## src/rtl/swd_pkg.sv

```systemverilog
package swd_pkg;
  typedef enum logic {DIR_TX = 1'b0, DIR_RX = 1'b1} swd_dir_e;
endpackage

```

## src/rtl/swd_in_sync.sv

```systemverilog
module swd_in_sync #(
  parameter int STAGES = 2
) (
  input  logic clk,
  input  logic rst_n,
  input  logic raw_in,
  output logic sync_out
);
  logic [STAGES-1:0] chain;

  generate
    for (genvar s = 0; s < STAGES; s++) begin : g_stage
      if (s == 0) begin : g_first
        always_ff @(posedge clk or negedge rst_n)
          if (!rst_n) chain[0] <= 1'b1;
          else        chain[0] <= raw_in;
      end else begin : g_next
        always_ff @(posedge clk or negedge rst_n)
          if (!rst_n) chain[s] <= 1'b1;
          else        chain[s] <= chain[s-1];
      end
    end
  endgenerate

  assign sync_out = chain[STAGES-1];
endmodule

```

## src/rtl/swd_slot_timer.sv

```systemverilog
module swd_slot_timer #(
  parameter int BIT_CYC   = 16,
  parameter int DATA_W    = 8,
  parameter int SAMPLE_AT = 10
) (
  input  logic                       clk,
  input  logic                       rst_n,
  input  logic                       start,
  input  logic                       run,
  output logic [$clog2(BIT_CYC)-1:0] cyc,
  output logic                       bit_end,
  output logic                       byte_end,
  output logic                       sample_now
);
  localparam int CYC_W = $clog2(BIT_CYC);
  localparam int IDX_W = $clog2(DATA_W);
  localparam logic [CYC_W-1:0] LAST_CYC = CYC_W'(BIT_CYC - 1);
  localparam logic [IDX_W-1:0] LAST_IDX = IDX_W'(DATA_W - 1);

  logic [IDX_W-1:0] idx;

  always_ff @(posedge clk or negedge rst_n) begin
    if (!rst_n) begin
      cyc <= '0;
      idx <= '0;
    end else if (start) begin
      cyc <= '0;
      idx <= '0;
    end else if (run) begin
      if (cyc == LAST_CYC) begin
        cyc <= '0;
        idx <= idx + 1'b1;
      end else begin
        cyc <= cyc + 1'b1;
      end
    end
  end

  assign bit_end    = run && (cyc == LAST_CYC);
  assign byte_end   = bit_end && (idx == LAST_IDX);
  assign sample_now = run && (cyc == CYC_W'(SAMPLE_AT));
endmodule

```

## src/rtl/swd_slot_drive.sv

```systemverilog
module swd_slot_drive
  import swd_pkg::*;
#(
  parameter int BIT_CYC  = 16,
  parameter int LOW_ONE  = 4,
  parameter int LOW_ZERO = 13,
  parameter int RX_LOW   = 2
) (
  input  logic                       clk,
  input  logic                       rst_n,
  input  logic                       run,
  input  swd_dir_e                   dir,
  input  logic                       tx_bit,
  input  logic [$clog2(BIT_CYC)-1:0] cyc,
  output logic                       pin_oe,
  output logic                       pin_out
);
  localparam int CYC_W = $clog2(BIT_CYC);
  localparam logic [CYC_W-1:0] ONE_END  = CYC_W'(LOW_ONE);
  localparam logic [CYC_W-1:0] ZERO_END = CYC_W'(LOW_ZERO);
  localparam logic [CYC_W-1:0] RX_END   = CYC_W'(RX_LOW);

  always_comb begin
    pin_oe  = 1'b0;
    pin_out = 1'b1;
    if (run) begin
      if (dir == DIR_TX) begin
        pin_oe  = 1'b1;
        pin_out = (cyc >= (tx_bit ? ONE_END : ZERO_END));
      end else begin
        pin_oe  = (cyc < RX_END);
        pin_out = 1'b0;
      end
    end
  end


  rx_release_chk: assert property (@(posedge clk) disable iff (!rst_n)
    (run && dir == DIR_RX && cyc >= RX_END) |-> !pin_oe);


  tx_tail_high_chk: assert property (@(posedge clk) disable iff (!rst_n)
    (run && dir == DIR_TX && cyc == CYC_W'(BIT_CYC - 1)) |-> (pin_oe && pin_out));
endmodule

```

## src/rtl/swd_host_engine.sv

```systemverilog
module swd_host_engine
  import swd_pkg::*;
#(
  parameter int DATA_W      = 8,
  parameter int BIT_CYC     = 16,
  parameter int LOW_ONE     = 4,
  parameter int LOW_ZERO    = 13,
  parameter int RX_LOW      = 2,
  parameter int SAMPLE_AT   = 10,
  parameter int SYNC_STAGES = 2
) (
  input  logic              clk,
  input  logic              rst_n,
  input  logic              cmd_valid,
  output logic              cmd_ready,
  input  logic              cmd_dir,
  input  logic [DATA_W-1:0] cmd_data,
  output logic              rsp_valid,
  output logic [DATA_W-1:0] rsp_data,
  output logic              busy,
  input  logic              pin_in,
  output logic              pin_oe,
  output logic              pin_out
);
  localparam int CYC_W       = $clog2(BIT_CYC);
  localparam int BUSY_CYCLES = DATA_W * BIT_CYC;
  localparam int BC_W        = $clog2(BUSY_CYCLES + 1);

  logic             accept;
  swd_dir_e         dir_q;
  logic [DATA_W-1:0] tx_sh;
  logic [DATA_W-1:0] rx_sh;
  logic [CYC_W-1:0] tmr_cyc;
  logic             bit_end, byte_end, sample_now;
  logic             pin_sync;

  assign cmd_ready = !busy;
  assign accept    = cmd_valid && cmd_ready;
  assign rsp_data  = rx_sh;

  swd_in_sync #(.STAGES(SYNC_STAGES)) u_sync (
    .clk(clk), .rst_n(rst_n), .raw_in(pin_in), .sync_out(pin_sync)
  );

  swd_slot_timer #(.BIT_CYC(BIT_CYC), .DATA_W(DATA_W), .SAMPLE_AT(SAMPLE_AT)) u_timer (
    .clk(clk), .rst_n(rst_n), .start(accept), .run(busy),
    .cyc(tmr_cyc), .bit_end(bit_end), .byte_end(byte_end), .sample_now(sample_now)
  );

  swd_slot_drive #(.BIT_CYC(BIT_CYC), .LOW_ONE(LOW_ONE), .LOW_ZERO(LOW_ZERO),
                   .RX_LOW(RX_LOW)) u_drive (
    .clk(clk), .rst_n(rst_n), .run(busy), .dir(dir_q), .tx_bit(tx_sh[DATA_W-1]),
    .cyc(tmr_cyc), .pin_oe(pin_oe), .pin_out(pin_out)
  );

  always_ff @(posedge clk or negedge rst_n) begin
    if (!rst_n) begin
      busy      <= 1'b0;
      dir_q     <= DIR_TX;
      tx_sh     <= '0;
      rx_sh     <= '0;
      rsp_valid <= 1'b0;
    end else begin
      rsp_valid <= busy && byte_end;
      if (accept) begin
        busy  <= 1'b1;
        dir_q <= swd_dir_e'(cmd_dir);
        tx_sh <= cmd_data;
        rx_sh <= '0;
      end else if (busy) begin
        if (sample_now && dir_q == DIR_RX) rx_sh <= {rx_sh[DATA_W-2:0], pin_sync};
        if (bit_end) tx_sh <= {tx_sh[DATA_W-2:0], 1'b0};
        if (byte_end) busy <= 1'b0;
      end
    end
  end

  // Checker state: length of the current busy window
  logic [BC_W-1:0] busy_run;
  always_ff @(posedge clk or negedge rst_n)
    if (!rst_n)    busy_run <= '0;
    else if (busy) busy_run <= busy_run + 1'b1;
    else           busy_run <= '0;


  busy_len_chk: assert property (@(posedge clk) disable iff (!rst_n)
    $fell(busy) |-> (busy_run == BC_W'(BUSY_CYCLES)));


  first_slot_chk: assert property (@(posedge clk) disable iff (!rst_n)
    accept |=> (pin_oe && !pin_out));


  rsp_pulse_chk: assert property (@(posedge clk) disable iff (!rst_n)
    rsp_valid |=> !rsp_valid);


  idle_float_chk: assert property (@(posedge clk) disable iff (!rst_n)
    !busy |-> !pin_oe);
endmodule

```

## config.mk

```make
export PLATFORM = sky130hd
export DESIGN_NAME = swd_host_engine
export DESIGN_NICKNAME = d
export VERILOG_FILES = /design/src/rtl/swd_pkg.sv /design/src/rtl/swd_in_sync.sv /design/src/rtl/swd_slot_timer.sv /design/src/rtl/swd_slot_drive.sv /design/src/rtl/swd_host_engine.sv
export SDC_FILE = /design/constraint.sdc
export NUM_CORES = 1
export LEC_CHECK = 0
export CAP_MARGIN = 20
export CORE_MARGIN = 2
export CORE_UTILIZATION = 50
export DETAILED_ROUTE_END_ITERATION = 7
export GPL_TIMING_DRIVEN = 0
export PLACE_DENSITY = 0.77
export SLEW_MARGIN = 10
export SYNTH_ARGS = -nofsm -noshare
export SYNTH_HDL_FRONTEND = slang
export SYNTH_SLANG_ARGS = --single-unit
```

## constraint.sdc

```tcl
create_clock -name clk -period 4.6 [get_ports clk]
set_input_delay 0.92 -clock clk [delete_from_list [all_inputs] [get_ports clk]]
set_output_delay 0.92 -clock clk [all_outputs]
set_load 0.02 [all_outputs]
```

==> metrics list, run 1 <==
- In the routed design, unresolved DRC markers number 0.
- CP Depth: 6
* Total number of vias: between 900 and 1000
- Average wire per standard cell: 13.77 um
* Startpoint Class: flip-flop
- The worst register-to-register path has a depth of 5.
- In this run, CTS created clock tree buffers numbering 3.
* Buffer levels on the longest clock path: 2
- Gate family responsible for the most delay along the worst path: buffers and inverters
* Worst min-delay path category: reg2reg
- The analysis attributes to net switching a power of roughly 310 uW.
- Part of the total power dissipated in combinational logic: 41.9%
* Setup repair after global routing missed its margin: no
- Average size of a mapped cell: roughly 11 sq um
* Io pins: 26
- The share of the Yosys chip area taken by registers is 51.80%.
- Layout cells sized above 1: between 10% and 20%
* CP Max Fanout: 5
- The number of global-route vias before repair is slightly above 1000.
- CTS built an H-tree with a depth of 1.
* Relative contribution of the clock network to total power: between 10% and 20%
* Count of buffering cells on the critical path with inverters included: 2
- Cells along the critical path: inv_1 -> ha_1 -> or3b_2 -> a31oi_1 -> o21ai_0 -> clkdlybuf4s50_1
- Once the clock tree was built, the resizer swapped 0 gates to a different size.
* Final Routed Wirelength: approximately 2500 um
- Final layout net count: 172
- Once detailed placement completed, the half-perimeter wirelength came to 1895 um.
- Clock Tree Root: sky130_fd_sc_hd__clkbuf_4
- Worst endpoint required time: 3.68 ns
- Period utilization: 72.13%
- Areal power density over the cells: between 500 and 600 nW/um^2
- Summed over all layers, the global routing overflow is 0.
- Via-per-instance ratio: ~5.4
- Initial antenna violation count: 0
- Initial core utilization: between 50% and 60%
- Clock input transition at the sequential cells of the worst setup and hold paths: 0.14 ns
* Kind of critical path: reg2out
- TritonCTS Sinks: 28
- Iteration-0 DRC count of the detailed router: 7
- Slew headroom: between 50 and 60%
- First-pass GRT wire length: between 4000 and 5000 um
- Status: finished clean
- Placed insts: around 180
- The floorplan step set the die height to 56.11 um.
* Inserted Diodes: 0
- Buffer count from post-CTS setup fixing: 0
* Clock latency of the later-clocked register in the worst-skew pair: between 0.3 and 0.4 ns
* Arrival time of the worst setup path: 2.40 ns
* Category of the worst setup path capture point: output pin
- Internal power: roughly 570 uW
- First-pass DRT Iterations: 4
- The worst hold path passes through 0 cells.
* Syn-to-layout area delta: 25.90%
* Area of the die: between 3000 and 4000 sq um
* Transition time at the pin with the least slew margin: roughly 0.68 ns
- The slowest stage of the critical path is the sky130_fd_sc_hd__clkdlybuf4s50_1 cell.
- Floorplan core area: roughly 2500 sq um
- Max-cap violations in this run came to 0.
- Synth Warn #: 0
- In this run, synthesis produced a sequential element count of 28.
* Fin cells: ~180
- From left edge to right edge, the die measures 56.11 um.
- The largest single stage delay on the critical path is 0.54 ns.
- For this design, the CTS-stage hold fixing added 0 buffers.
- Worst setup margin: 1.282 ns
- Per report_power, the sequential group accounts for between 40% and 50% of the total.
- Global routing used 17.78% of the available tracks across all layers.
* Maximum number of pins on one net before global-route repair: 17
- TritonCTS built the clock tree.
* Leakage dissipation: between 0.0008 and 0.0009 uW
* Post-Syn Area: roughly 1400 sq um
- Routability congestion estimate from global placement: about 0.74
- Timing would allow up to 0.3014 GHz.
* Antenna Violating Nets Remaining: 0
* Count of standard-cell rows: 18
- Total Power: roughly 880 uW
- Setup tns final: 0 ns
- The final count of hold timing violations came to 0.
- Number of setup violations in the final report: 0
- Port Buffers: 25
- The max-slew violation count came to 0.
- Cells after synthesis: between 100 and 150
- Clock skew on the completed layout was measured at 0.004032 ns.
* Setup slack after placement: between 1.5 and 2 ns
- Shortest clock period the worst path allows after layout: roughly 3.3 ns
- The synthesized netlist contains 26 unique library cells.
- Total nets after synthesis: about 140
- VDD sags by at most between 0.0003 and 0.0004 V.
* Switch share: around 36%
-- power groups by stage --
stage | combinational [uW] | clock (uW) | sequential, uW
3_5_place_dp | 369 | 0 | 400
6_report | 368 | 116 | 395
2_1_floorplan | 235 | 0 | 405
3_3_place_gp | 355 | 0 | 393
5_1_grt | 418 | 133 | 406
4_1_cts | 371 | 123 | 395
-- registers in the layout (all words and copies together) (netlist names) --
signal and count:
busy 1, dir_q 1, rsp_data 8, rsp_valid 1, tx_sh 8, u_sync.chain 1, u_sync.sync_out 1, u_timer.cyc 4
u_timer.idx 3
-- per-stage QoR --
step                      util, %  hold slack, ns  instance area, sq um
after global placement      65.23          0.3497                  1645
after floorplan                 -          0.3452                  1358
after CTS                   67.76          0.3733                  1709
final                       67.76          0.3711                  1709
after detailed placement    66.32          0.3535                  1673
after global routing        67.76          0.3757                  1709
-- Yosys cell counts (all sizes together) --
library cell,n,area share [%]
buf,7,6.2
o21bai,1,0.55
a22o,1,0.65
o211ai,2,1.1
mux2i,14,10
nand2,18,5.0
mux2,1,0.83
and4,1,0.83
nor2,9,2.5
nand4,3,2.5
a31oi,2,0.92
nand2b,1,0.46
and2,1,0.46
inv,6,1.7
ha,6,5.5
a21oi,8,2.9
nor2b,1,1.0
or3b,1,0.65
nand3,6,2.2
dfstp,2,3.9
dfrtp,26,48
o21ai,4,1.5
or3,1,0.46
-- routing by layer --
layer	up-vias	share of wire, %	GRT usage [%]
met3	4	3.6	3.256
met4	0	1.4	7.143
li1	478	-	-
met1	483	45	23.39
met5	-	0	0
met2	21	50	28.91
-- worst reg2reg max path: stages, from the launching register on --
cell and delay, ns:
sky130_fd_sc_hd__dfrtp_1 0.48, sky130_fd_sc_hd__ha_1 0.32, sky130_fd_sc_hd__and4_4 0.27, sky130_fd_sc_hd__buf_12 0.13, sky130_fd_sc_hd__mux2i_1 0.20, sky130_fd_sc_hd__a21oi_1 0.08
-- cell usage in the layout (no fill, tap or decap) --
cell type | synthesis | layout
sky130_fd_sc_hd__dfrtp_1 | 26 | 26
sky130_fd_sc_hd__clkdlybuf4s50_1 | 0 | 25
sky130_fd_sc_hd__nand2_1 | 18 | 18
sky130_fd_sc_hd__mux2i_1 | 14 | 14
sky130_fd_sc_hd__nor2_1 | 9 | 9
sky130_fd_sc_hd__a21oi_1 | 8 | 8
sky130_fd_sc_hd__inv_1 | 6 | 6
sky130_fd_sc_hd__nand3_1 | 6 | 6
sky130_fd_sc_hd__ha_1 | 6 | 6
sky130_fd_sc_hd__buf_6 | 5 | 5
sky130_fd_sc_hd__o21ai_0 | 4 | 4
sky130_fd_sc_hd__clkbuf_4 | 0 | 3
sky130_fd_sc_hd__a31oi_1 | 2 | 2
sky130_fd_sc_hd__nand4_1 | 2 | 2
sky130_fd_sc_hd__o211ai_1 | 2 | 2
sky130_fd_sc_hd__dfstp_2 | 2 | 2
sky130_fd_sc_hd__buf_4 | 1 | 1
sky130_fd_sc_hd__or3b_2 | 1 | 1
sky130_fd_sc_hd__or3_1 | 1 | 1
sky130_fd_sc_hd__and4_4 | 1 | 1
sky130_fd_sc_hd__buf_12 | 1 | 1
sky130_fd_sc_hd__and2_1 | 1 | 1
sky130_fd_sc_hd__nand2b_1 | 1 | 1
sky130_fd_sc_hd__nor2b_4 | 1 | 1
sky130_fd_sc_hd__nand4_4 | 1 | 1
sky130_fd_sc_hd__mux2_2 | 1 | 1
sky130_fd_sc_hd__o21bai_1 | 1 | 1
sky130_fd_sc_hd__a22o_1 | 1 | 1
sky130_fd_sc_hd__clkbuf_8 | 0 | 1
sky130_fd_sc_hd__buf_16 | 0 | 1
-- final timing paths --
check / startpoint / to / slack, ns
worst max-delay path: u_timer.cyc[0] / pin_out / 1.28
worst min-delay path: u_sync.chain[0] / u_sync.sync_out / 0.37
worst min register to register: u_sync.chain[0] / u_sync.sync_out / 0.37
max in group asynchronous: rst_n / u_sync.sync_out / 3.01
min in group asynchronous: rst_n / rsp_data[0] / 1.00
worst max register to register: u_timer.cyc[1] / tx_sh[1] / 3.04
-- logic make-up (layout without fill, tap and decap cells) --
group | Yosys count | after routing | synth area share (%)
AO/OA/AOI/OAI | 18 | 18 | 7.650
flip-flops | 28 | 28 | 51.80
buffers and inverters | 13 | 43 | 7.834
multiplexers | 15 | 15 | 11.15
adder cells (fa/ha/maj) | 6 | 6 | 5.530
AND/OR/NAND/NOR | 42 | 42 | 16.04
-- final cells by class --
class / count / area, sq um
fill: 213 / 813.3
sequential: 28 / 703.2
multi-input combinational: 81 / 548.0
timing repair buffer: 26 / 277.8
buffer: 7 / 83.83
tap: 30 / 37.54
clock buffer: 4 / 36.28
inverter: 6 / 22.52
(Power assumes the default switching activity.)
==> inputs of run 2 (changes only) <==
- CORE_UTILIZATION: 50 -> 46
- PLACE_DENSITY: 0.77 -> 0.75
- clock period: 4.6 -> 2.7 ns (I/O delays scaled with it)
==> metrics list, run 2 (synthesis gave the netlist of run 1 again) <==
- Status: finished clean
- Relative to the synthesized area, the layout overhead comes to 27.00%.
* First-pass DRT Iterations: 4 (unchanged)
- The worst hold path belongs to the class reg2reg.
- Max incr delay on CP: 0.61 ns (+0.07 ns)
- The reported leakage power came to 0.0008333 uW (+1.5%).
- Horizontal die dimension: 58.33 um (+4.0%)
* Final Hold Viols: 0 (unchanged)
- The final sum of negative setup slack was 0 ns (unchanged).
* Arrival time of the worst setup path: 2.00 ns (-0.40 ns)
- Count of buffering cells on the critical path with inverters included: 2 (unchanged)
* Shortest clock period the worst path allows after layout: 2.542 ns
- The core occupancy in the finished layout came to 61.99% (-5.8 points).
* Clock input transition at the sequential cells of the worst setup and hold paths: 0.15 ns (about the same)
- Worst endpoint required time: 2.16 ns (-1.52 ns)
* Worst setup margin: 0.1585 ns (-1.124 ns)
- The overall global routing resource usage is 16.21% (-1.6 points).
- Layout cells sized above 1: 14.29% (+1.8 points)
* Fraction of met1 tracks used by global routing: 22.30% (-1.1 points)
* Met2 global-route usage: 27.77% (-1.1 points)
* Worst vdd ir: 0.0006210 V (+83%)
- Setup repair after global routing left no endpoint under its margin.
- The total detailed-routing wirelength was 2461 um (-1.8%).
- Met3 usage in global routing: 2.198% (-1.1 points)
- Startpoint Class: flip-flop
- Count of standard-cell rows: 19 (+1)
- The cell sitting at the root of the clock tree is a sky130_fd_sc_hd__clkbuf_4.
- Most common cell after layout, fill and taps aside: sky130_fd_sc_hd__dfrtp_1
* Slew Limit Fails: 0 (unchanged)
- Antenna Violating Nets Remaining: 0 (unchanged)
- Highest-delay cell along the critical path: sky130_fd_sc_hd__clkdlybuf4s50_1
* Category of the worst setup path capture point: output pin
- Floorplan core area: 2781 sq um (+10%)
- The clock buffer count from CTS was 3 (unchanged).
- The half-perimeter wire length of the detailed placement result came to 1812 um (-4.4%).
- Switch share: 34.14% (-1.5 points)
- Top achievable clock speed: approximately 0.4 GHz
- Relative contribution of the clock network to total power: 16.9% (+3.7 points)
- Clock tree skew after final layout: 0.01229 ns (+0.008255 ns)
- Inserted Diodes: 0 (unchanged)
* Slew headroom: 63.34% (+9.1 points)
- The number of input and output port buffers inserted is 25 (unchanged).
* Areal power density over the cells: 915.0 nW/um^2 (+78%)
* Internal power: 1039 uW (+83%)
* Fin cells: 185 (+1.6%)
- Number of levels in the clock H-tree: 1 (unchanged)
- Number of setup violations in the final report: 0 (unchanged)
- The total congestion overflow after global routing was 0 (unchanged).
- The reported max-cap violation count is 0 (unchanged).
* CP Max Fanout: 8 (+3)
- Total Power: 1578 uW (+79%)
- Total number of vias: 972 (-1.4%)
* Final layout net count: 174 (+1.2%)
- Register-to-register path setup slack: 1.21 ns (-1.83 ns)
- Most frequent cells in the layout: sky130_fd_sc_hd__dfrtp_1, sky130_fd_sc_hd__clkdlybuf4s50_1, sky130_fd_sc_hd__nand2_1
- The total DRC errors in the routed layout came to 0 (unchanged).
- Routability congestion estimate from global placement: 0.7438 (+0.80%)
- Cells along the critical path: buf_6 -> or3_1 -> a21oi_1 -> clkdlybuf4s50_1
- On the critical path the largest part of the delay comes from buffers and inverters.
- Area of the die: 3402 sq um (+8.1%)
- Setup slack after placement: 0.1384 ns (-1.510 ns)
- Period utilization: approximately 94%
* Kind of critical path: reg2out
- The total net switching power is 538.5 uW (+72%).
- The transition at the pin with the smallest max-transition slack was 0.5482 ns (-0.1366 ns).
- Maximum number of pins on one net before global-route repair: 19 (+2)
* Buffer levels on the longest clock path: 2 (unchanged)
* Average wire per standard cell: 13.30 um (-3.4%)
* Initial antenna violation count: 0 (unchanged)
* First-pass GRT wire length: 4291 um (-3.6%)
* TritonCTS Sinks: 28 (unchanged)
- CTS tree: built
* Clock latency of the later-clocked register in the worst-skew pair: 0.32 ns (about the same)
- Power share of the sequential group: 42.1% (-2.8 points)
- The number of placed instances, taps included came to 179 (+0.56%).
* Iteration-0 DRC count of the detailed router: 11 (+4)
- The number of placed I/O pins was 26 (unchanged).
- Vertical die dimension: 58.33 um (+4.0%)
- Initial core utilization: 48.81% (-5.0 points)
* Vias in the first global route: 984 (-3.1%)
* Via-per-instance ratio: 5.254 (-3.0%)
- The power share of the combinational group was 41.1% (-0.8 points).
* Busiest layer in global routing: met2
-- run 2: changes by cell type in the layout (fill, tap and decap cells not counted), sizes merged --
cell / delta
clkdlybuf4s50: -1
buf: +2
bufinv: +1
-- run 2: path summary, 6_finish.rpt --
check                           startpoint         endpoint  cells after the start
max                         u_timer.cyc[3]           pin_oe                      4
min                        u_sync.chain[0]  u_sync.sync_out                      0
max reg2reg                 u_timer.cyc[1]         tx_sh[2]                      5
min reg2reg                u_sync.chain[0]  u_sync.sync_out                      0
max in group asynchronous            rst_n  u_sync.sync_out                      2
min in group asynchronous            rst_n   u_timer.cyc[3]                      1
-- run 2: area by class of cell --
class | instances | area [sq um]
fillers | 253 | 1057
flip-flops and latches | 28 | 703.2
multi-input cells | 81 | 548.0
repair buffers | 28 | 275.3
plain buffers | 7 | 83.83
well taps | 31 | 38.79
clock inverters | 1 | 30.03
clock buffers | 3 | 22.52
inverters | 6 | 22.52
-- run 2: worst reg2reg max path: stages, from the launching register on --
cell and delay, ns:
sky130_fd_sc_hd__dfrtp_1 0.47, sky130_fd_sc_hd__ha_1 0.30, sky130_fd_sc_hd__and4_4 0.26, sky130_fd_sc_hd__buf_12 0.12
sky130_fd_sc_hd__mux2i_1 0.18, sky130_fd_sc_hd__a21oi_1 0.09
-- run 2: metrics by stage --
step                      hold slack (ns)  instance area (sq um)
after floorplan                    0.2444                   1358
after global placement             0.3472                   1647
after detailed placement           0.3470                   1662
after CTS                          0.3683                   1720
after global routing               0.3775                   1724
final                              0.3678                   1724
-- run 2: per-layer routing --
layer  share of wire, %  vias to the layer above  routed length, um
met4               0.77                        0                 19
met3                3.5                        2                 85
met2                 49                       18               1209
li1                   -                      476                  -
met1                 47                      476               1147
met5                  0                        -                  0
-- run 2: power by group through the flow --
stage | logic, uW | registers (uW) | clock network [uW]
2_1_floorplan | 400 | 689 | 0
3_3_place_gp | 601 | 672 | 0
3_5_place_dp | 633 | 681 | 0
4_1_cts | 646 | 666 | 277
5_1_grt | 732 | 684 | 287
6_report | 648 | 664 | 266
-- run 2: timing repair --
action,4_1_cts,5_1_grt
gates resized for setup,1,3
endpoints found under the setup margin,1,1
hold buffers,0,0
endpoints found under the hold margin,0,0
buffers inserted,1,1
